File: src/rtl/conv_serial_out.sv
module conv_serial_out #(
  parameter int WORD_W      = 32,
  parameter int CONV_CYCLES = 40
) (
  input  logic              clk,
  input  logic              rst_n,
  input  logic              cs_n,
  input  logic              sck,
  input  logic [WORD_W-2:0] conv_data,
  output logic              sdo_data,
  output logic              sdo_oe,
  output logic              busy,
  output logic              conv_start
);

  localparam int CNT_W = $clog2(CONV_CYCLES + 1);
  localparam int BIT_W = $clog2(WORD_W + 1);
  localparam logic [CNT_W-1:0] CNT_LOAD = CNT_W'(CONV_CYCLES - 1);
  localparam logic [BIT_W-1:0] BIT_LAST = BIT_W'(WORD_W - 1);

  typedef enum logic [1:0] {ST_CONV, ST_SLEEP, ST_READ} state_t;

  state_t            state;
  logic [2:0]        sck_q, cs_q;
  logic [CNT_W-1:0]  conv_cnt;
  logic [BIT_W-1:0]  bit_cnt;
  logic [WORD_W-1:0] shreg;

  always_ff @(posedge clk or negedge rst_n) begin
    if (!rst_n) begin
      sck_q <= '0;
      cs_q  <= '1;
    end else begin
      sck_q <= {sck_q[1:0], sck};
      cs_q  <= {cs_q[1:0], cs_n};
    end
  end

  wire sck_rise = sck_q[1] & ~sck_q[2];
  wire sck_fall = ~sck_q[1] & sck_q[2];
  wire cs_rise  = cs_q[1] & ~cs_q[2];
  wire cs_low   = ~cs_q[1];

  wire conv_done  = (state == ST_CONV) && (conv_cnt == '0);
  wire read_begin = (state == ST_SLEEP) && cs_low && sck_rise;
  wire read_end   = (state == ST_READ) && !cs_rise && sck_fall && (bit_cnt == BIT_LAST);
  wire read_abort = (state == ST_READ) && cs_rise;
  wire restart    = read_end || read_abort;
  wire shift_en   = (state == ST_READ) && !cs_rise && sck_fall && (bit_cnt != BIT_LAST);

  always_ff @(posedge clk or negedge rst_n) begin
    if (!rst_n) begin
      state      <= ST_CONV;
      conv_cnt   <= CNT_LOAD;
      bit_cnt    <= '0;
      shreg      <= '0;
      conv_start <= 1'b0;
    end else begin
      conv_start <= restart;
      if (restart) begin
        state    <= ST_CONV;
        conv_cnt <= CNT_LOAD;
        bit_cnt  <= '0;
      end else if (conv_done) begin
        state <= ST_SLEEP;
        shreg <= {1'b0, conv_data};
      end else if (state == ST_CONV) begin
        conv_cnt <= conv_cnt - 1'b1;
      end else if (read_begin) begin
        state   <= ST_READ;
        bit_cnt <= '0;
      end else if (shift_en) begin
        shreg   <= {shreg[WORD_W-2:0], 1'b0};
        bit_cnt <= bit_cnt + 1'b1;
      end
    end
  end

  assign busy     = (state == ST_CONV);
  assign sdo_oe   = cs_low;
  assign sdo_data = busy ? 1'b1 : shreg[WORD_W-1];

endmodule

File: config.mk
export PLATFORM = sky130hd
export DESIGN_NAME = conv_serial_out
export DESIGN_NICKNAME = d
export VERILOG_FILES = /design/src/rtl/conv_serial_out.sv
export SDC_FILE = /design/constraint.sdc
export NUM_CORES = 1
export LEC_CHECK = 0
export CORE_ASPECT_RATIO = 0.7
export CORE_MARGIN = 2
export CORE_UTILIZATION = 49
export DETAILED_ROUTE_END_ITERATION = 7
export GPL_TIMING_DRIVEN = 0
export PLACE_DENSITY = 0.74
export SLEW_MARGIN = 20
export SYNTH_ARGS = -nofsm -noshare
export SYNTH_HDL_FRONTEND = slang
export SYNTH_SLANG_ARGS = --single-unit
export TNS_END_PERCENT = 20
File: constraint.sdc
create_clock -name clk -period 2.1 [get_ports clk]
set_clock_uncertainty 0.05 [all_clocks]
set_input_delay 0.21 -clock clk [delete_from_list [all_inputs] [get_ports clk]]
set_output_delay 0.21 -clock clk [all_outputs]
set_load 0.02 [all_outputs]
==> summary.txt <==
STA
  – Least-Margin Pin Slew: 664 ps
  – Final hold vios: 0
  – Fmax: 446 MHz
  – Final setup viols: 30
  – RSZ-0062 raised after global routing: yes
  – Slew Viols, Final: 0
  – Fin crit share: 1.07
  – Slew HR: 0.558
  – Setup ws final: -143 ps
  – Crit path time final: 2240 ps

Worst setup path
  – Critical Path, Cell by Cell: or3_4 -> or4_4 -> buf_12 -> mux2_4 -> mux2_4
  – WP depth: 5
  – Slowest CP cell: or4_4
  – Required @ worst endpoint: 2250 ps
  – Startpoint Class: flip-flop
  – Most common cell on crit path: mux2_4
  – Critical path type: flip-flop to flip-flop
  – Critical Path AT: 2390 ps
  – Critical path fanouts, max: 10
  – CP top delay family: simple AND/OR/NAND/NOR gates
  – Reg2Reg Depth: 5
  – Worst path max stage delay: 520 ps
  – Worst setup EP type: flip-flop
  – Buffers & Inverters on Critical Path: 1

Global route
  – Pin count of the biggest net entering global routing: 54
  – Vias in the first global route: 1605
  – Grt total ovfl: 0
  – GRT Overall Usage: 0.172
  – Initial antenna violation count: 0
  – Global-route wire length before repair: 8220 µm

Clocking
  – Clock latency on the worst-skew pair: 300 ps
  – TritonCTS buffer count: 5
  – Worst-case clock buffer depth: 2
  – CTS Root Cell: clkbuf_8
  – Clock sink count: 53
  – H-Tree Depth: 2
  – Clock transition at the registers of the reported paths: 90 ps
  – CTS tree: done

Final layout
  – Ant diodes: 0
  – Layout Area Growth over Synthesis: 24.9%
  – Final design utilization: 0.644
  – Most common cell after layout, fill and taps aside: mux2_4
  – Final Cell Area: 3440 µm²
  – Layout cells sized above 1: 0.393
  – Commonest cells after routing, fill and taps aside: 48 x mux2_4, 45 x dfrtp_1, 37 x clkdlybuf4s50_1, 13 x mux2_2, 10 x nor2_1
  – Layout Nets: 283

Power and ir drop
  – Psw: 0.00121 W
  – Worst vdd ir: 0.612 mV
  – Power Internal: 0.00303 W
  – Pwr/cell area: 1230 nW/µm²
  – Power share of the sequential group: 0.421
  – Clock Power Share: 0.170
  – LEAKAGE: 1.59 nW
  – Sw Share: 0.285
  – Gate power share: 0.408

Yosys
  – Sequential share of the synthesized area: 0.485
  – Synth warnings: 0
  – Mux contribution to synthesized area: 0.317
  – Xor/xnor share of the synthesized area: 0.0159
  – Synthesized-area fraction occupied by adder cells: 0.00909
  – Cell area after synthesis: 2750 µm²
  – Count of cell types in the netlist: 36
  – Synthesized flop and latch total: 53
  – Synth Instances: 196
  – Main combinational cell family by area after synthesis: multiplexers
  – Compound-Gate Fraction of Synth Area: 0.0577
  – Syn avg cell area: 14.1 µm²
  – Simple-Gate Fraction of Synth Area: 0.0786
  – Synthesized net count: 233

Die
  – Initial core utilization: 0.516
  – Die area: 6250 µm²
  – Placeable Area: 5340 µm²
  – Die Ht: 66.7 µm
  – Core Rows: 22
  – Die X: 93.6 µm
  – I/O pin cnt: 39

Min path
  – HP Class: input port to flip-flop
  – WHS Path Cells: 1

Placed design
  – PortBufs: 38
  – DPL Wire Length: 3190 µm
  – RD Place Congestion: 0.834
  – DP Area: 3250 µm²

Drt
  – Detail Route Antenna Nets: 0
  – DRT iter0 DRCs: 81
  – Drt first pass iters: 4
  – Vias: 1638
  – Wire length per cell: 14.9 µm
  – Final wirelength: 4740 µm
  – DRC violation count after routing: 0
  – Drt via density: 5.13

Run
  – Max-cap violations: 0

Run status
  – Status: finished with violations
  – Failing checks: setup timing
==> synthesized netlist by cell type (all sizes together) <==
master,number,area share
dfstp,7,0.067
nor2,10,0.014
nor2b,2,0.0045
nand4bb,2,0.0082
or4,1,0.0041
nor3,4,0.0073
nand4,1,0.0023
mux2i,1,0.0036
a21oi,1,0.0018
inv,9,0.012
or3,1,0.0041
o2111ai,1,0.0032
xor2,4,0.013
mux2,61,0.31
dfrtp,46,0.42
nand3,2,0.0036
ha,2,0.0091
a22o,5,0.016
nor4,2,0.010
and2,1,0.0023
o211ai,4,0.011
o31ai,4,0.013
or4bb,1,0.0041
buf,7,0.025
a21bo,1,0.0036
nand2b,1,0.0023
nand2,9,0.012
o22ai,1,0.0023
xnor2,1,0.0032
o21ai,4,0.0073
==> cell type report <==
class | count | area, µm²
Multi-Input combinational cell | 127 | 1350
Clock inverter | 2 | 37.5
Buffer | 6 | 80.1
Timing Repair Buffer | 44 | 425
Inverter | 9 | 33.8
Fill cell | 416 | 1900
Tap cell | 72 | 90.1
Clock buffer | 6 | 82.6
Sequential cell | 53 | 1340
==> sequential cells by signal, summed over array words and instances (netlist names) <==
name,cells
shreg,32
sck_q,3
state,2
conv_start,1
bit_cnt,6
conv_cnt,6
cs_q,3
==> per-stage QoR <==
| step | hold slack (ps) | TNS (ps) | instances | total power [W] | worst slack, ps |
|---|---|---|---|---|---|
| 2_1_floorplan | -136 | -2500 | 196 | 0.00308 | -90.6 |
| 3_3_place_gp | 290 | -49580 | 306 | 0.00340 | -873 |
| 3_5_place_dp | 243 | -8110 | 306 | 0.00345 | -290 |
| 4_1_cts | 251 | -3960 | 318 | 0.00425 | -159 |
| 5_1_grt | 240 | -5640 | 319 | 0.00455 | -201 |
| 6_report | 260 | -3740 | 319 | 0.00424 | -143 |
==> cells by family after synthesis <==
kind of cell	after synthesis
AO/OA/AOI/OAI	21
XOR/XNOR	5
adder cells (fa/ha/maj)	2
buffers and inverters	16
flip-flops	53
multiplexers	62
AND/OR/NAND/NOR	37
==> power groups by stage <==
stage / sequential (W) / combinational (W) / clock [W]
final: 0.00178 / 0.00173 / 0.000722
after global routing: 0.00185 / 0.00191 / 0.000795
after CTS: 0.00178 / 0.00173 / 0.000738
after detailed placement: 0.00180 / 0.00166 / 0
after global placement: 0.00178 / 0.00162 / 0
after floorplan: 0.00171 / 0.00136 / 0
==> timing repair <==
| item | CTS | global route |
|---|---|---|
| endpoints found under the setup margin | 39 | 39 |
| hold buffers | 1 | 0 |
| hold endpoints to repair | 46 | 0 |
| buffers inserted | 4 | 1 |
| pin swaps | 2 | 1 |
| resized for setup | 4 | 2 |
==> worst paths after layout <==
check	slack (ps)	startpoint	end
worst max register to register	-140	conv_cnt[2]	shreg[20]
worst min-delay path	260	cs_n	cs_q[0]
worst min register to register	310	sck_q[0]	sck_q[1]
worst max-delay path	-140	conv_cnt[2]	shreg[20]
max in group asynchronous	1100	rst_n	state[0]
min in group asynchronous	420	rst_n	bit_cnt[2]
==> layer usage <==
| layer | GRT usage | routed length [µm] | vias to the layer above |
|---|---|---|---|
| li1 | - | - | 797 |
| met1 | 0.273 | 2530 | 797 |
| met2 | 0.229 | 1920 | 39 |
| met3 | 0.0441 | 244 | 5 |
| met4 | 0.0435 | 38 | 0 |
| met5 | 0 | 0 | - |
No activity file was read; power rests on OpenSTA's default activity.
